<file path="src/rtl/rlc_pkg.sv">
`timescale 1ns/1ps
package rlc_pkg;
  typedef enum logic [1:0] {
    CAL_IDLE  = 2'd0,
    CAL_ARMED = 2'd1,
    CAL_COUNT = 2'd2
  } cal_state_e;
endpackage

</file>
<file path="src/rtl/rlc_measure.sv">
`timescale 1ns/1ps
module rlc_measure #(
  parameter int MAX_LAT = 31,
  parameter int LAT_W   = 5
) (
  input  logic             clk,
  input  logic             rst_n,
  input  logic             start_i,
  input  logic             issue_i,
  input  logic             match_i,
  output logic [LAT_W-1:0] rlat_o,
  output logic             done_o,
  output logic             fail_o,
  output logic             busy_o
);
  import rlc_pkg::*;

  localparam logic [LAT_W-1:0] LIMIT = LAT_W'(MAX_LAT);
  localparam logic [LAT_W-1:0] ONE   = LAT_W'(1);

  cal_state_e       st_q, st_d;
  logic [LAT_W-1:0] cnt_q, cnt_d;
  logic [LAT_W-1:0] rlat_q;
  logic             done_q, done_d;
  logic             fail_q, fail_d;
  logic             cnt_en, rlat_en, flag_en;

  // next-state logic
  always_comb begin
    st_d    = st_q;
    cnt_d   = cnt_q;
    done_d  = done_q;
    fail_d  = fail_q;
    cnt_en  = 1'b0;
    rlat_en = 1'b0;
    flag_en = 1'b0;
    unique case (st_q)
      CAL_IDLE: begin
        if (start_i) begin
          st_d    = CAL_ARMED;
          done_d  = 1'b0;
          fail_d  = 1'b0;
          flag_en = 1'b1;
        end
      end
      CAL_ARMED: begin
        if (issue_i) begin
          st_d   = CAL_COUNT;
          cnt_d  = ONE;
          cnt_en = 1'b1;
        end
      end
      CAL_COUNT: begin
        if (match_i) begin
          st_d    = CAL_IDLE;
          rlat_en = 1'b1;
          done_d  = 1'b1;
          flag_en = 1'b1;
        end else if (cnt_q == LIMIT) begin
          st_d    = CAL_IDLE;
          fail_d  = 1'b1;
          flag_en = 1'b1;
        end else begin
          cnt_d  = cnt_q + ONE;
          cnt_en = 1'b1;
        end
      end
      default: st_d = CAL_IDLE;
    endcase
  end

  // registers
  always_ff @(posedge clk or negedge rst_n) begin
    if (!rst_n) begin
      st_q   <= CAL_IDLE;
      cnt_q  <= '0;
      rlat_q <= '0;
      done_q <= 1'b0;
      fail_q <= 1'b0;
    end else begin
      st_q <= st_d;
      if (cnt_en)  cnt_q  <= cnt_d;
      if (rlat_en) rlat_q <= cnt_q;
      if (flag_en) begin
        done_q <= done_d;
        fail_q <= fail_d;
      end
    end
  end

  assign rlat_o = rlat_q;
  assign done_o = done_q;
  assign fail_o = fail_q;
  assign busy_o = (st_q != CAL_IDLE);

  a_r2_start_busy: assert property (@(posedge clk) disable iff (!rst_n)
    (st_q == CAL_IDLE && start_i) |=> (busy_o && !done_o && !fail_o));
  a_r3_rlat_range: assert property (@(posedge clk) disable iff (!rst_n)
    $rose(done_q) |-> (rlat_q != '0 && rlat_q <= LIMIT));
  a_r4_cnt_bound: assert property (@(posedge clk) disable iff (!rst_n)
    (st_q == CAL_COUNT) |-> (cnt_q >= ONE && cnt_q <= LIMIT));
  a_r4_done_fail_excl: assert property (@(posedge clk) disable iff (!rst_n)
    !(done_q && fail_q));
  a_r5_rlat_hold: assert property (@(posedge clk) disable iff (!rst_n)
    (st_q != CAL_COUNT) |=> $stable(rlat_q));
endmodule

</file>
<file path="src/rtl/rlc_valid_gen.sv">
`timescale 1ns/1ps
module rlc_valid_gen #(
  parameter int MAX_LAT = 31,
  parameter int LAT_W   = 5
) (
  input  logic             clk,
  input  logic             rst_n,
  input  logic             en_i,
  input  logic             rd_i,
  input  logic [LAT_W-1:0] lat_i,
  output logic             valid_o
);
  logic [MAX_LAT-1:0] sr_q, sr_d;

  // each stage moves a read one cycle further; a disabled stage clears
  for (genvar g = 0; g < MAX_LAT; g++) begin : g_stage
    if (g == 0) begin : g_head
      assign sr_d[g] = en_i & rd_i;
    end else begin : g_body
      assign sr_d[g] = en_i & sr_q[g-1];
    end
  end

  always_ff @(posedge clk or negedge rst_n) begin
    if (!rst_n) sr_q <= '0;
    else        sr_q <= sr_d;
  end

  // tap selection by calibrated latency
  always_comb begin
    valid_o = 1'b0;
    for (int k = 0; k < MAX_LAT; k++) begin
      if (lat_i == LAT_W'(k + 1)) valid_o = sr_q[k];
    end
  end

  a_r9_flush: assert property (@(posedge clk) disable iff (!rst_n)
    !en_i |=> (sr_q == '0));
  a_r7_tap_nonzero: assert property (@(posedge clk) disable iff (!rst_n)
    valid_o |-> (lat_i != '0));
endmodule

</file>
<file path="src/rtl/rlc_wlat_hold.sv">
`timescale 1ns/1ps
module rlc_wlat_hold #(
  parameter int WLAT_W = 4
) (
  input  logic              clk,
  input  logic              rst_n,
  input  logic              accept_i,
  input  logic              load_i,
  input  logic [WLAT_W-1:0] wlat_i,
  output logic [WLAT_W-1:0] wlat_o
);
  logic              load_en;
  logic [WLAT_W-1:0] wlat_q;

  always_comb load_en = accept_i & load_i;

  always_ff @(posedge clk or negedge rst_n) begin
    if (!rst_n)       wlat_q <= '0;
    else if (load_en) wlat_q <= wlat_i;
  end

  assign wlat_o = wlat_q;

  a_r6_wlat_ignored: assert property (@(posedge clk) disable iff (!rst_n)
    !(accept_i && load_i) |=> $stable(wlat_o));
  a_r6_wlat_taken: assert property (@(posedge clk) disable iff (!rst_n)
    (accept_i && load_i) |=> (wlat_o == $past(wlat_i)));
endmodule

</file>
<file path="src/rtl/rlat_cal_top.sv">
`timescale 1ns/1ps
module rlat_cal_top #(
  parameter  int MAX_LAT = 31,
  parameter  int WLAT_W  = 4,
  localparam int LAT_W   = $clog2(MAX_LAT + 1)
) (
  input  logic              clk,
  input  logic              rst_n,
  input  logic              cal_req_i,
  input  logic              cal_rd_i,
  input  logic              cal_match_i,
  input  logic              wlat_load_i,
  input  logic [WLAT_W-1:0] wlat_in_i,
  input  logic              user_rd_i,
  output logic [LAT_W-1:0]  rlat_o,
  output logic [WLAT_W-1:0] wlat_o,
  output logic              cal_done_o,
  output logic              cal_fail_o,
  output logic              busy_o,
  output logic              rd_valid_o
);
  logic [LAT_W-1:0] rlat_w;
  logic             done_w, busy_w;

  rlc_measure #(.MAX_LAT(MAX_LAT), .LAT_W(LAT_W)) u_measure (
    .clk     (clk),
    .rst_n   (rst_n),
    .start_i (cal_req_i),
    .issue_i (cal_rd_i),
    .match_i (cal_match_i),
    .rlat_o  (rlat_w),
    .done_o  (done_w),
    .fail_o  (cal_fail_o),
    .busy_o  (busy_w)
  );

  rlc_valid_gen #(.MAX_LAT(MAX_LAT), .LAT_W(LAT_W)) u_valid (
    .clk     (clk),
    .rst_n   (rst_n),
    .en_i    (done_w),
    .rd_i    (user_rd_i),
    .lat_i   (rlat_w),
    .valid_o (rd_valid_o)
  );

  rlc_wlat_hold #(.WLAT_W(WLAT_W)) u_wlat (
    .clk      (clk),
    .rst_n    (rst_n),
    .accept_i (busy_w),
    .load_i   (wlat_load_i),
    .wlat_i   (wlat_in_i),
    .wlat_o   (wlat_o)
  );

  assign rlat_o     = rlat_w;
  assign cal_done_o = done_w;
  assign busy_o     = busy_w;

  a_r9_valid_needs_done: assert property (@(posedge clk) disable iff (!rst_n)
    rd_valid_o |-> $past(done_w));
endmodule

</file>
<file path="config.mk">
export PLATFORM = sky130hd
export DESIGN_NAME = rlat_cal_top
export DESIGN_NICKNAME = d
export VERILOG_FILES = /design/src/rtl/rlc_pkg.sv /design/src/rtl/rlc_measure.sv /design/src/rtl/rlc_valid_gen.sv /design/src/rtl/rlc_wlat_hold.sv /design/src/rtl/rlat_cal_top.sv
export SDC_FILE = /design/constraint.sdc
export NUM_CORES = 1
export LEC_CHECK = 0
export BUFFER_PORTS_ARGS = -buffer_cell sky130_fd_sc_hd__buf_2
export CORE_MARGIN = 3
export CORE_UTILIZATION = 45
export CTS_CLUSTER_DIAMETER = 200
export DETAILED_ROUTE_END_ITERATION = 8
export PLACE_DENSITY = 0.62
export REMOVE_ABC_BUFFERS = 1
export SKIP_CTS_REPAIR_TIMING = 1
export SYNTH_ARGS = -nofsm -noshare
export SYNTH_HDL_FRONTEND = slang
export SYNTH_SLANG_ARGS = --single-unit
</file>
<file path="constraint.sdc">
create_clock -name clk -period 2 [get_ports clk]
set_input_delay 0.3 -clock clk [delete_from_list [all_inputs] [get_ports clk]]
set_output_delay 0.3 -clock clk [all_outputs]
set_load 0.05 [all_outputs]
</file>
# Yosys cells after proc, flatten, opt, wreduce, memory -nomap -nowiden
# Cells that the tools add are included.
totals:
  register_bits: 49
  input_bits: 11
  elab_cells: 145
classes:
  addsub: 1
  n_eq_ne: 41
  muxes: 56
  n_bitwise: 32
  reduce_logical: 8
ops:
  columns: ["cell", "count"]
  rows:
  - ["$eq A5 B5 Y1 const B", 17]
  - ["$mux W1", 43]
  - ["$eq A5 B4 Y1 const B", 8]
  - ["$and A1 B1 Y1", 32]
  - ["$eq A5 B3 Y1 const B", 4]
  - ["$mux W5", 3]
  - ["$eq A5 B2 Y1 const B", 2]
  - ["$ne A2 B2 Y1 const B", 5]
  - ["$pmux W5 S2", 1]
  - ["$reduce_and A5 Y1", 2]
  - ["$mux W2", 4]
  - ["$pmux W1 S2", 4]
  - ["$pmux W2 S3", 1]
  - ["$reduce_bool A2 Y1", 3]
  - ["$add A5 B1 Y5 const B", 1]
  - ["$eq A5 B1 Y1 const B", 1]
  - ["$reduce_and A4 Y1", 1]
  - ["$ne A3 B2 Y1 const B", 1]
  - ["$reduce_and A3 Y1", 1]
  - ["$eq A2 B1 Y1 const B", 1]
  - ["$eq A2 B2 Y1 const B", 1]
  - ["$logic_not A2 Y1", 1]
  - ["$ne A2 B1 Y1 const B", 1]

# Depth between registers and ports, before layout
depth:
  depth_word: 32
  ltp_mapped: 8
  mapped_depth_nobuf: 8

# Cells and area by module
# A second synthesis with hierarchy kept.
hier_totals:
  hier_cells: 225
  hier_area_um2: 2483.6
by_module_without_submodules:
  columns: ["mod", "n_inst", "cells_per_inst", "area_per_inst_um2"]
  rows:
  - ["rlc_valid_gen", 1, 148, 1585.3]
  - ["rlc_measure", 1, 68, 732.0]
  - ["rlc_wlat_hold", 1, 9, 166.4]

# Worst setup path after synthesis
# No wires, ideal clock.
synth_path:
  kind: "flip-flop to output port"
  from: "reg u_measure.rlat_q[1] (netlist: u_measure.rlat_o[1])"
  to: "out rd_valid_o"
  t_arrival_ns: 2.309
  required_time_ns: 1.700
  setup_slack_ns: -0.609
  path_stages_with_launch: 7
  path_buffers: 2
  path_cell_list: "dfrtp_1 > buf_2 > buf_2 > nor2_1 > a311oi_1 > a311oi_1 > a221oi_2"
synth_between:
  elab_chain_cells: 32
synth_rtl:
  columns: ["element", "line_no", "rtl"]
  rows:
  - ["from (decl)", "rlc_measure.sv:23", "logic [LAT_W-1:0] rlat_q;"]
  - ["from (signal assigned)", "rlc_measure.sv:83", "if (rlat_en) rlat_q <= cnt_q;"]
  - ["$eq A5 B1 Y1", "rlc_valid_gen.sv:33", "if (lat_i == LAT_W'(k + 1)) valid_o = sr_q[k];"]
  - ["$mux W1 (30 in a row)", "rlc_valid_gen.sv:33", null]
  - ["$mux W1 (*)", "rlc_valid_gen.sv:33", null]
  - ["to (decl)", "rlat_cal_top.sv:20", "output logic rd_valid_o"]
# Mark *: on every way between the ends. The rest lies on a longest branch, timed or not.

# Final worst setup path
layout_path:
  from: "reg u_measure.rlat_q[0] (netlist: u_measure.rlat_o[0])"
  to: "out rd_valid_o"
# The elaborated chain is that of the path after synthesis.

==> metrics.txt <==
TritonCTS buffer count=5; cell row count=25; uppermost layer routed=met4; total power=3610 uW; top post-synthesis cells by area=dfrtp_1 (53%), and2_1 (8.3%), mux2_2 (6.3%); htree depth=2; routed wl met2=2270 um; WL met1=2400 um; flops & latches, synth=slightly below 50; Highest Clock Rate=419 MHz; sequential fraction of the synthesis area=52.6%; Worst slew margin=~65%; slack of the critical path=-389 ps; Arr. time, crit path=2090 ps; Synth Cell Area=0.00233 mm^2; power per cell area=roughly 1200 mW/mm^2; Initial DRC Count=between 90 and 100; Placer Congestion=roughly 0.8; predominant post-synthesis flop cell=dfrtp_1; num ports=24; Post-synth EDFFs=0; Crit Path Max Fanout=5; RSZ-0062 raised after global routing=true; asr flop ratio synth=100%; WP data required=1700 ps; vias in the first global route=about 1.7k; Clock Latency Late Sink=300 ps; clk_skew=slightly above 7 ps; Area Growth Syn to Fin=24.5%; CP max-delay cell=dfrtp_2; Vias=1,744; worst path buffer plus inverter count=3; Syn Area/Cell=10.7 um^2; Critical Path Max Stage Delay=about 440 ps; gr usage total=about 17%; Mapped Cells=217; ant diodes=0; Fin Hold WS=about 220 ps; CTS tree=built; Filler Cell Count=~430; die footprint=slightly above 0.006 mm^2; Placed Area=approximately 0.0027 mm^2; Final nets=between 200 and 300; Tmin final=between 2000 and 2500 ps; clock-pin slew on the worst setup and hold paths=90 ps; post-route cell area=just under 0.003 mm^2; Detail Route Antenna Nets=0; Port Buf Inserts=23; antenna violations before repair=0; clk sinks=49; first-pass GRT wire length=7980 um; Setup violations, final=1; Layout Utilization=between 50% and 60%; delay-heaviest family, CP=flip-flops; Fin. Hold Viols=0; WS Path Type=register to output port; remaining global-route overflow=0; routed length on met3=168 um; post-synth top area cell=dfrtp_1; initial core utilization=between 40% and 50%; crit start category=register; Routed WL per cell=about 15 um; Core Area=~0.005 mm^2; Die Wd=78.0 um; worst slew pin tran=~530 ps; DRT Wirelength=between 4000 and 5000 um; Die Y=slightly below 80 um; Synth cell types=43; period utilization=119%; crit path capture type=output port; root buffer cell=clkbuf_8; VDD IR max=roughly 0.79 mV; violations in the final reports=negative setup slack; post-synth top area share=a little over half; DR vias/cell=5.16; HPWL after DPL=around 3500 um; DRC=0; first-pass detailed-route iteration total=4; Most common cell on crit path=buf_6; pin count of the biggest net entering global routing=25; clk buf depth=2; leakage power=roughly 0.0014 uW; Slew Limit Fails=0; CP Cell Sequence=buf_6 > buf_6 > mux2i_1 > a2bb2oi_1 > or3_1 > a311oi_2 > a221oi_2 > buf_6; share of cells above drive strength 1=between 30% and 40%; yosys warns=0; MaxCap Viol Count=0; worst min path class=primary input to register; status=finished, violations left
## final timing paths
path / cells after the start / slack, ps / startpoint / end
min in group asynchronous: 2 / 500 / rst_n / u_valid.sr_q[7]
worst min-delay path: 2 / 220 / user_rd_i / u_valid.sr_q[0]
worst max-delay path: 8 / -390 / u_measure.rlat_o[0] / rd_valid_o
worst min register to register: 1 / 490 / u_valid.sr_q[2] / u_valid.sr_q[3]
worst max register to register: 9 / 160 / u_measure.cnt_q[1] / u_measure.cnt_q[3]
max in group asynchronous: 3 / 890 / rst_n / u_measure.cnt_q[1]
## registers in the layout, summed over array words and instances (netlist names)
signal,count
u_valid.sr_q,31
u_measure.rlat_o,5
u_measure.st_q,2
u_measure.cnt_q,5
u_measure.done_o,1
u_wlat.wlat_o,4
u_measure.fail_o,1
## through the flow
stage,setup TNS [ps],setup WS (ps),std cells
global placement,-173,-173,324
finish,-389,-389,338
detailed placement,-292,-292,324
CTS,-625,-625,332
floorplan,-811,-811,205
global route,-511,-511,338
## power breakdown
part	switching (uW)	total [uW]	internal, uW	leakage, uW
Clock	345	848	503	0.0000687
Combinational	897	1550	649	0.000672
Sequential	110	1210	1110	0.000662
## area by class of cell
cell class              count  area [um^2]  share of cell area, %
clock inverters             3         68.8                   2.37
inverters                   9         33.8                   1.16
clock buffers               5         68.8                   2.37
multi-input cells         147         1020                   35.0
flip-flops and latches     49         1230                   42.4
well taps                  67         83.8                   2.89
repair buffers             58          402                   13.8
## cells in the mapped netlist (all sizes together), types with 3 or more instances
cell type,n
a21oi,10
a221oi,3
a311oi,3
and2,31
buf,6
clkbuf,6
dfrtp,49
ha,5
inv,9
mux2,14
mux2i,3
nand2,15
nand2b,7
nor2,8
nor2b,4
nor3,3
o21ai,16
o32ai,3
## logic make-up after synthesis
logic type	Yosys count	synth area share, %
compound gates	47	13.7
flops	49	52.6
buf+inv	21	4.40
fa+ha+maj	5	2.68
mux	17	8.05
simple gates	78	18.6
## metal layers
metal	GRT usage, %	vias to the layer above
li1	-	857
met1	22.5	848
met2	27.3	30
met3	3.36	9
met4	6.12	0
met5	0	-
## layout by cell type, fill, tap and decap left out, drive strengths merged, types with 2 or more instances in the layout
cell type,count
and3,2
a221oi,3
a22oi,2
clkbuf,5
o32ai,3
buf,57
a2bb2oi,2
mux2,14
a21oi,10
nor3,3
nor2b,4
bufinv,2
nor2,8
ha,5
mux2i,3
nand2,15
a311oi,3
inv,10
o21ai,16
dfrtp,49
and2,31
nand2b,7
Note: power is estimated with default switching activity, not from simulation.
